===== config.mk =====
export PLATFORM = sky130hd
export DESIGN_NAME = eeprom_pw_slave
export DESIGN_NICKNAME = d
export VERILOG_FILES = /design/src/rtl/eeprom_pw_pkg.sv /design/src/rtl/bus_cond_det.sv /design/src/rtl/rx_frame_ctl.sv /design/src/rtl/page_row_buf.sv /design/src/rtl/eeprom_pw_slave.sv
export SDC_FILE = /design/constraint.sdc
export NUM_CORES = 2
export LEC_CHECK = 0
export BUFFER_PORTS_ARGS = -buffer_cell sky130_fd_sc_hd__buf_2
export CAP_MARGIN = 20
export CELL_PAD_IN_SITES_DETAIL_PLACEMENT = 0
export CELL_PAD_IN_SITES_GLOBAL_PLACEMENT = 1
export CORE_ASPECT_RATIO = 1.75
export CORE_MARGIN = 1
export CORE_UTILIZATION = 35
export DETAILED_ROUTE_END_ITERATION = 16
export GPL_ROUTABILITY_DRIVEN = 0
export PLACE_DENSITY_LB_ADDON = 0.15
export SKIP_LAST_GASP = 1
export SYNTH_ARGS = -nofsm -noshare
export SYNTH_HDL_FRONTEND = slang
export SYNTH_SLANG_ARGS = --single-unit

===== constraint.sdc =====
create_clock -name clk_i -period 3 [get_ports clk_i]
set_clock_uncertainty 0.05 [all_clocks]
set_input_delay 0 -clock clk_i [delete_from_list [all_inputs] [get_ports clk_i]]
set_output_delay 0 -clock clk_i [all_outputs]
set_load 0.01 [all_outputs]

===== src/rtl/eeprom_pw_pkg.sv =====
package eeprom_pw_pkg;
  typedef enum logic [2:0] {
    ST_IDLE, ST_DEV, ST_AHI, ST_ALO, ST_DATA, ST_SKIP
  } bus_st_e;

  localparam logic [3:0] DEV_TYPE = 4'b1010;
endpackage


===== src/rtl/bus_cond_det.sv =====
module bus_cond_det (
  input  logic clk_i,
  input  logic rst_ni,
  input  logic scl_i,
  input  logic sda_i,
  input  logic wc_i,
  output logic scl_o,
  output logic sda_o,
  output logic wc_o,
  output logic start_o,
  output logic stop_o,
  output logic scl_rise_o,
  output logic scl_fall_o
);
  logic [1:0] scl_ff, sda_ff, wc_ff;
  logic       scl_d, sda_d;

  always_ff @(posedge clk_i or negedge rst_ni) begin
    if (!rst_ni) begin
      scl_ff <= 2'b11;
      sda_ff <= 2'b11;
      wc_ff  <= 2'b00;
      scl_d  <= 1'b1;
      sda_d  <= 1'b1;
    end else begin
      scl_ff <= {scl_ff[0], scl_i};
      sda_ff <= {sda_ff[0], sda_i};
      wc_ff  <= {wc_ff[0], wc_i};
      scl_d  <= scl_ff[1];
      sda_d  <= sda_ff[1];
    end
  end

  assign scl_o      = scl_ff[1];
  assign sda_o      = sda_ff[1];
  assign wc_o       = wc_ff[1];
  assign start_o    = scl_ff[1] & scl_d & sda_d & ~sda_ff[1];
  assign stop_o     = scl_ff[1] & scl_d & ~sda_d & sda_ff[1];
  assign scl_rise_o = scl_ff[1] & ~scl_d;
  assign scl_fall_o = ~scl_ff[1] & scl_d;
endmodule


===== src/rtl/rx_frame_ctl.sv =====
module rx_frame_ctl
  import eeprom_pw_pkg::*;
(
  input  logic        clk_i,
  input  logic        rst_ni,
  input  logic        hold_i,
  input  logic        scl_i,
  input  logic        sda_i,
  input  logic        wc_i,
  input  logic        start_i,
  input  logic        stop_i,
  input  logic        scl_rise_i,
  input  logic        scl_fall_i,
  input  logic [2:0]  chip_sel_i,
  output logic        pull_o,
  output logic        load_o,
  output logic        we_o,
  output logic        commit_o,
  output logic        discard_o,
  output logic        wc_seen_o,
  output logic [7:0]  data_o,
  output logic [15:0] addr_o,
  output bus_st_e     state_o
);
  bus_st_e    st_q;
  logic [3:0] bit_q;
  logic       in_ack_q, ack_q, pull_q, wc_q;
  logic [6:0] sh_q;
  logic [7:0] hi_q;
  logic [7:0] rx_byte;
  logic       byte_done, slot10;

  assign rx_byte   = {sh_q, sda_i};
  assign byte_done = scl_rise_i && (st_q != ST_IDLE) && !in_ack_q && (bit_q == 4'd7);
  // first bit slot after an acknowledged data byte
  assign slot10    = (st_q == ST_DATA) && (bit_q == 4'd1) && !in_ack_q && !wc_q;

  always_ff @(posedge clk_i or negedge rst_ni) begin
    if (!rst_ni) begin
      st_q      <= ST_IDLE;
      bit_q     <= '0;
      in_ack_q  <= 1'b0;
      ack_q     <= 1'b0;
      pull_q    <= 1'b0;
      wc_q      <= 1'b0;
      sh_q      <= '0;
      hi_q      <= '0;
      load_o    <= 1'b0;
      we_o      <= 1'b0;
      commit_o  <= 1'b0;
      discard_o <= 1'b0;
      data_o    <= '0;
      addr_o    <= '0;
    end else begin
      load_o    <= 1'b0;
      we_o      <= 1'b0;
      commit_o  <= 1'b0;
      discard_o <= 1'b0;
      if (hold_i) begin
        st_q     <= ST_IDLE;
        bit_q    <= '0;
        in_ack_q <= 1'b0;
        pull_q   <= 1'b0;
      end else if (start_i) begin
        st_q      <= ST_DEV;
        bit_q     <= '0;
        in_ack_q  <= 1'b0;
        pull_q    <= 1'b0;
        wc_q      <= wc_i;
        discard_o <= 1'b1;
      end else if (stop_i) begin
        st_q      <= ST_IDLE;
        bit_q     <= '0;
        in_ack_q  <= 1'b0;
        pull_q    <= 1'b0;
        commit_o  <= slot10;
        discard_o <= !slot10;
      end else begin
        if (wc_i && (st_q inside {ST_DEV, ST_AHI, ST_ALO})) wc_q <= 1'b1;
        if (scl_rise_i && (st_q != ST_IDLE) && !in_ack_q && (bit_q < 4'd8)) begin
          sh_q  <= rx_byte[6:0];
          bit_q <= bit_q + 4'd1;
        end
        if (byte_done) begin
          unique case (st_q)
            ST_DEV: begin
              if (rx_byte[7:4] == DEV_TYPE && rx_byte[3:1] == chip_sel_i && !rx_byte[0]) begin
                ack_q <= 1'b1;
                st_q  <= ST_AHI;
              end else begin
                ack_q <= 1'b0;
                st_q  <= ST_SKIP;
              end
            end
            ST_AHI: begin
              hi_q  <= rx_byte;
              ack_q <= 1'b1;
              st_q  <= ST_ALO;
            end
            ST_ALO: begin
              addr_o <= {hi_q, rx_byte};
              load_o <= 1'b1;
              ack_q  <= 1'b1;
              st_q   <= ST_DATA;
            end
            ST_DATA: begin
              ack_q <= !wc_q;
              if (!wc_q) begin
                we_o   <= 1'b1;
                data_o <= rx_byte;
              end
            end
            default: ack_q <= 1'b0;
          endcase
        end
        if (scl_fall_i && (st_q != ST_IDLE)) begin
          if (in_ack_q) begin
            in_ack_q <= 1'b0;
            pull_q   <= 1'b0;
            bit_q    <= '0;
          end else if (bit_q == 4'd8) begin
            in_ack_q <= 1'b1;
            pull_q   <= ack_q;
          end
        end
      end
    end
  end

  assign pull_o    = pull_q;
  assign wc_seen_o = wc_q;
  assign state_o   = st_q;


  ack_when_scl_low_chk: assert property (@(posedge clk_i) disable iff (!rst_ni)
    (pull_q && !$past(pull_q)) |-> !scl_i);
endmodule


===== src/rtl/page_row_buf.sv =====
module page_row_buf #(
  parameter int PAGE_BYTES = 64,
  localparam int IW = $clog2(PAGE_BYTES)
) (
  input  logic                    clk_i,
  input  logic                    rst_ni,
  input  logic                    load_i,
  input  logic [15:0]             addr_i,
  input  logic                    we_i,
  input  logic [7:0]              data_i,
  input  logic                    clear_i,
  output logic [15:0]             base_o,
  output logic [IW-1:0]           idx_o,
  output logic [PAGE_BYTES-1:0]   valid_o,
  output logic [PAGE_BYTES*8-1:0] page_o
);
  logic [15:0]           base_q;
  logic [IW-1:0]         idx_q;
  logic [PAGE_BYTES-1:0] valid_q;

  always_ff @(posedge clk_i or negedge rst_ni) begin
    if (!rst_ni) begin
      base_q  <= '0;
      idx_q   <= '0;
      valid_q <= '0;
    end else begin
      if (load_i) begin
        base_q <= addr_i;
        idx_q  <= addr_i[IW-1:0];
      end else if (we_i) begin
        idx_q <= idx_q + 1'b1;   // wraps inside the row
      end
      if (clear_i) valid_q <= '0;
      else if (we_i) valid_q[idx_q] <= 1'b1;
    end
  end

  for (genvar g = 0; g < PAGE_BYTES; g++) begin : g_slot
    logic [7:0] slot_q;
    always_ff @(posedge clk_i or negedge rst_ni) begin
      if (!rst_ni) slot_q <= '0;
      else if (we_i && idx_q == IW'(g)) slot_q <= data_i;
    end
    assign page_o[g*8 +: 8] = slot_q;
  end

  assign base_o  = base_q;
  assign idx_o   = idx_q;
  assign valid_o = valid_q;
endmodule


===== src/rtl/eeprom_pw_slave.sv =====
module eeprom_pw_slave
  import eeprom_pw_pkg::*;
#(
  parameter int MEM_BYTES  = 256,
  parameter int PAGE_BYTES = 64,
  parameter int WR_CYCLES  = 600,
  localparam int AW = $clog2(MEM_BYTES),
  localparam int IW = $clog2(PAGE_BYTES),
  localparam int CW = $clog2(WR_CYCLES + 1)
) (
  input  logic          clk_i,
  input  logic          rst_ni,
  input  logic          scl_i,
  input  logic          sda_i,
  input  logic [2:0]    chip_sel_i,
  input  logic          wr_ctrl_i,
  input  logic [AW-1:0] mem_raddr_i,
  output logic          sda_pull_o,
  output logic          busy_o,
  output logic [15:0]   addr_ptr_o,
  output logic [7:0]    mem_rdata_o
);
  logic scl_s, sda_s, wc_s, start_s, stop_s, rise_s, fall_s;
  logic pull, load, we, commit, discard, wc_seen;
  logic [7:0]  wdata;
  logic [15:0] laddr, base;
  logic [IW-1:0] idx;
  logic [PAGE_BYTES-1:0]   valid;
  logic [PAGE_BYTES*8-1:0] page;
  bus_st_e state;

  logic          busy_q, done;
  logic [CW-1:0] cnt_q;
  logic [15:0]   ptr_q;
  logic [7:0]    mem [MEM_BYTES];

  bus_cond_det u_det (
    .clk_i, .rst_ni, .scl_i, .sda_i, .wc_i(wr_ctrl_i),
    .scl_o(scl_s), .sda_o(sda_s), .wc_o(wc_s),
    .start_o(start_s), .stop_o(stop_s), .scl_rise_o(rise_s), .scl_fall_o(fall_s)
  );

  rx_frame_ctl u_ctl (
    .clk_i, .rst_ni, .hold_i(busy_q),
    .scl_i(scl_s), .sda_i(sda_s), .wc_i(wc_s),
    .start_i(start_s), .stop_i(stop_s), .scl_rise_i(rise_s), .scl_fall_i(fall_s),
    .chip_sel_i,
    .pull_o(pull), .load_o(load), .we_o(we), .commit_o(commit), .discard_o(discard),
    .wc_seen_o(wc_seen), .data_o(wdata), .addr_o(laddr), .state_o(state)
  );

  page_row_buf #(.PAGE_BYTES(PAGE_BYTES)) u_buf (
    .clk_i, .rst_ni,
    .load_i(load), .addr_i(laddr), .we_i(we), .data_i(wdata),
    .clear_i(discard | done),
    .base_o(base), .idx_o(idx), .valid_o(valid), .page_o(page)
  );

  assign done = busy_q && (cnt_q == '0);

  always_ff @(posedge clk_i or negedge rst_ni) begin
    if (!rst_ni) begin
      busy_q <= 1'b0;
      cnt_q  <= '0;
      ptr_q  <= '0;
    end else if (busy_q) begin
      if (done) begin
        busy_q <= 1'b0;
        ptr_q  <= {base[15:IW], idx};
      end else begin
        cnt_q <= cnt_q - 1'b1;
      end
    end else if (commit && |valid) begin
      busy_q <= 1'b1;
      cnt_q  <= CW'(WR_CYCLES - 1);
    end
  end

  // array commit at the end of the timed cycle
  always_ff @(posedge clk_i or negedge rst_ni) begin
    if (!rst_ni) begin
      for (int i = 0; i < MEM_BYTES; i++) mem[i] <= '0;
    end else if (done) begin
      for (int p = 0; p < PAGE_BYTES; p++)
        if (valid[p]) mem[{base[AW-1:IW], p[IW-1:0]}] <= page[p*8 +: 8];
    end
  end

  assign sda_pull_o  = pull;
  assign busy_o      = busy_q;
  assign addr_ptr_o  = ptr_q;
  assign mem_rdata_o = mem[mem_raddr_i];


  silent_busy_chk: assert property (@(posedge clk_i) disable iff (!rst_ni)
    busy_q |-> !sda_pull_o);

  commit_has_data_chk: assert property (@(posedge clk_i) disable iff (!rst_ni)
    $rose(busy_q) |-> (|valid && $past(stop_s, 2)));

  wc_blocks_buf_chk: assert property (@(posedge clk_i) disable iff (!rst_ni)
    (wc_seen && state == ST_DATA) |-> (valid == '0));

  busy_done_chk: assert property (@(posedge clk_i) disable iff (!rst_ni)
    $fell(busy_q) |-> $past(cnt_q) == '0);
endmodule


==> flow_metrics.tcl <==
set metrics [dict create \
    vias_per_cell 5.501 \
    ir_worst_vdd_mv 0.4010 \
    reg2reg_depth 8 \
    io_pins 42 \
    row_count 286 \
    arrival_ps 3400 \
    clock_latency_ps 900 \
    synth_cells 7760 \
    clock-sinks 2729 \
    synth_edf_count 0 \
    p_int_w 0.05881 \
    rsz0062_at_grt "yes" \
    crit_path_end_kind "output pin" \
    core_region_area_mm2 0.3464 \
    ys.flop_type "dfrtp_1" \
    synthesis.area_mm2 0.1217 \
    status "complete, but fails checks" \
    antenna_found_initial 33 \
    grt_pass1_vias 79220 \
    synth_area_leaders "dfrtp_1 56%, mux2_2 20%, mux4_2 7.8%" \
    synthArstFlopShare_pct 100.0 \
    grt_overflow 0 \
    power_frac_seq_pct 48.3 \
    syn_to_final_growth_pct 19.24 \
    p_clk_share_pct 47.5 \
    grt_max_degree 150 \
    die_x_um 447.8 \
    switching_power_w 0.01784 \
    r2r_start "cnt_q[7]" \
    fin_crit_ps 3452 \
    cp.required_ps 2950 \
    worst_setup_path_start_kind "flip-flop" \
    swShare_pct 23.28 \
    syn_area_per_cell_um2 15.69 \
    cap_violations 0 \
    leakagePower_nw 70.49 \
    worstReg2RegEnd "mem[1366]" \
    cpMaxStageDelayCell "mux4_2" \
    hp-class "input pin to flip-flop" \
    final_common_cell "dfrtp_1" \
    final_cell_mix "2715 x dfrtp_1, 2149 x mux2_2, 737 x buf_4" \
    cts_made_buffers 279 \
    root_buffer "clkbuf_16" \
    route.vias.total 73530 \
    path_delay_family "compound AO/OA/AOI/OAI gates" \
    detail-route-antenna-nets 0 \
    power.total_w 0.07666 \
    grt_usage_pct 27.73 \
    synth_top_area_share_pct 55.97 \
    path_class "flip-flop to output pin" \
    nFillCells 31690 \
    dr.first_iter.drc_count 4885 \
    cts_tree "built" \
    firstDrtPassIters 5 \
    fmax_ghz 0.2897 \
    drive_above_1_share_pct 53.80 \
    violations "setup timing" \
    synth.distinct_cells 75 \
    slowest_delay_ps 620 \
    layout_setup_ws_ps -452.4 \
    drv_slew 0 \
    pwr-share-comb_pct 4.2 \
    clockBufferDepth 4 \
    seqCellArea_mm2 0.06833 \
    yosysSeqAreaShare_pct 56.10 \
    finalHoldViolations 0 \
    multi_input_area_mm2 0.05235 \
    setup_viol 8 \
    h-tree-depth 5 \
    path_clk_slew_ps 60 \
    cp_max_fo 2 \
    wire_per_inst_um 36.21 \
    startpoint "mem[1953]" \
    path_cells "mux4_2, o21ai_1, nor2_1, o31ai_4, o311a_1, nor4_4, buf_4, buf_6" \
    ys_warn_count 0 \
    worst-path-buf-inv 2 \
    fin_nets 8579 \
    synth-seq-cells 2729 \
    wl_um 484000 \
    grt_pass1_wl_um 670900 \
    port_buffers 41 \
    initial_core_util_pct 35.14 \
    fin_util_pct 41.91 \
    maxSlewHeadroom_pct 31.15 \
    fp.dieH_um 782.2 \
    syn-num-nets 7785 \
    power_density_mw_per_mm2 528.1 \
    rrSetupSlack_ps 30 \
    synth_top_area_cell "dfrtp_1" \
    dieArea_mm2 0.3503 \
    worstHoldStart "wr_ctrl_i" \
    hold_depth 3 \
    hpwl_um 366200 \
    min_to "u_det.wc_ff[0]" \
    drcViolationCount 0 \
    worst-slew-pin-transition_ps 1029 \
    timing.final.crit_share_pct 115.1 \
]
[worst max path at each step]
stage	end	slack [ps]	cells after the start
floorplan	mem[1536]	190	8
global placement	mem_rdata_o[1]	-1280	13
detailed placement	mem_rdata_o[7]	-800	13
CTS	mem_rdata_o[1]	-470	7
global route	mem_rdata_o[1]	-510	13
finish	mem_rdata_o[1]	-450	8
[logic make-up after synthesis]
family | after synthesis | share of synthesized area, %
AO/OA/AOI/OAI | 503 | 2.744
AND/OR/NAND/NOR | 812 | 3.935
flip-flops | 2729 | 56.10
multiplexers | 3229 | 35.07
XOR/XNOR | 14 | 0.1007
adder cells (fa/ha/maj) | 9 | 0.09250
buffers and inverters | 464 | 1.951
[stage by stage]
| stage | hold WS (ps) | instance area, um2 | cells | TNS, ps | setup WS (ps) |
|---|---|---|---|---|---|
| final | 231.6 | 145200 | 13370 | -2667 | -452.4 |
| after detailed placement | -68.65 | 134500 | 12880 | -5941 | -796.8 |
| after CTS | 166.3 | 144700 | 13370 | -3616 | -468.1 |
| after global placement | -74.06 | 134400 | 12870 | -14330 | -1283 |
| after floorplan | -345.6 | 121700 | 7760 | 0 | 185.4 |
| after global routing | 218.5 | 145100 | 13360 | -4753 | -507.2 |
[cell usage after synthesis (all sizes together) (14+ instances only)]
cell,number
buf,262
dfrtp,2723
nor2b,23
nor4,42
a221oi,19
nand2,341
a211oi,16
o21ai,58
mux4,422
clkbuf,188
nor3,37
a21oi,143
nor2,173
o221ai,35
and2,76
mux2i,176
mux2,2631
and3,14
a22oi,92
a22o,22
nand3,36
o22ai,55
[final cells by class]
cell class | count | area share, %
Antenna cell | 9 | 0.01552
Clock buffer | 403 | 5.703
Clock inverter | 73 | 0.6637
Inverter | 14 | 0.03620
Multi-Input combinational cell | 4567 | 36.06
Sequential cell | 2729 | 47.07
Tap cell | 4608 | 3.972
Timing Repair Buffer | 963 | 6.476
[power groups by stage]
stage	clock (W)	combinational (W)	sequential, W
CTS	0.0372	0.00320	0.0370
global placement	0	0.00305	0.0377
finish	0.0364	0.00322	0.0370
global route	0.0385	0.00344	0.0370
detailed placement	0	0.00309	0.0377
floorplan	0	0.00105	0.0376
[metal layers]
layer	up-vias	part of all wire (%)	global-route usage [%]
li1	30290	-	-
met2	1867	52	48.96
met3	900	3.7	3.824
met5	-	0.038	0
met4	14	8.3	18.95
met1	40460	36	30.69
[flip-flops by register name, summed over array words and instances, names as in the netlist, 3 cells and up]
register / cells
u_buf.g_slot.slot_q: 512
u_buf.idx_o: 6
u_ctl.state_o: 3
mem: 2048
u_ctl.hi_q: 8
u_ctl.data_o: 8
u_buf.valid_o: 64
u_ctl.bit_q: 4
addr_ptr_o: 16
u_ctl.addr_o: 16
u_buf.base_o: 10
cnt_q: 10
u_ctl.sh_q: 7
[tightest hold or removal path: stages]
cell           delay, ps
dlygate4sd3_1        520
buf_2                 90
dlygate4sd3_1        530
[timing repair]
action	CTS	global route
pin swaps	33	34
buffers inserted	9	1
hold buffers	11	0
hold endpoints to repair	2403	0
resized for setup	139	104
cloned	1	0
endpoints found under the setup margin	218	400
Note: power is estimated with default switching activity, not from simulation.
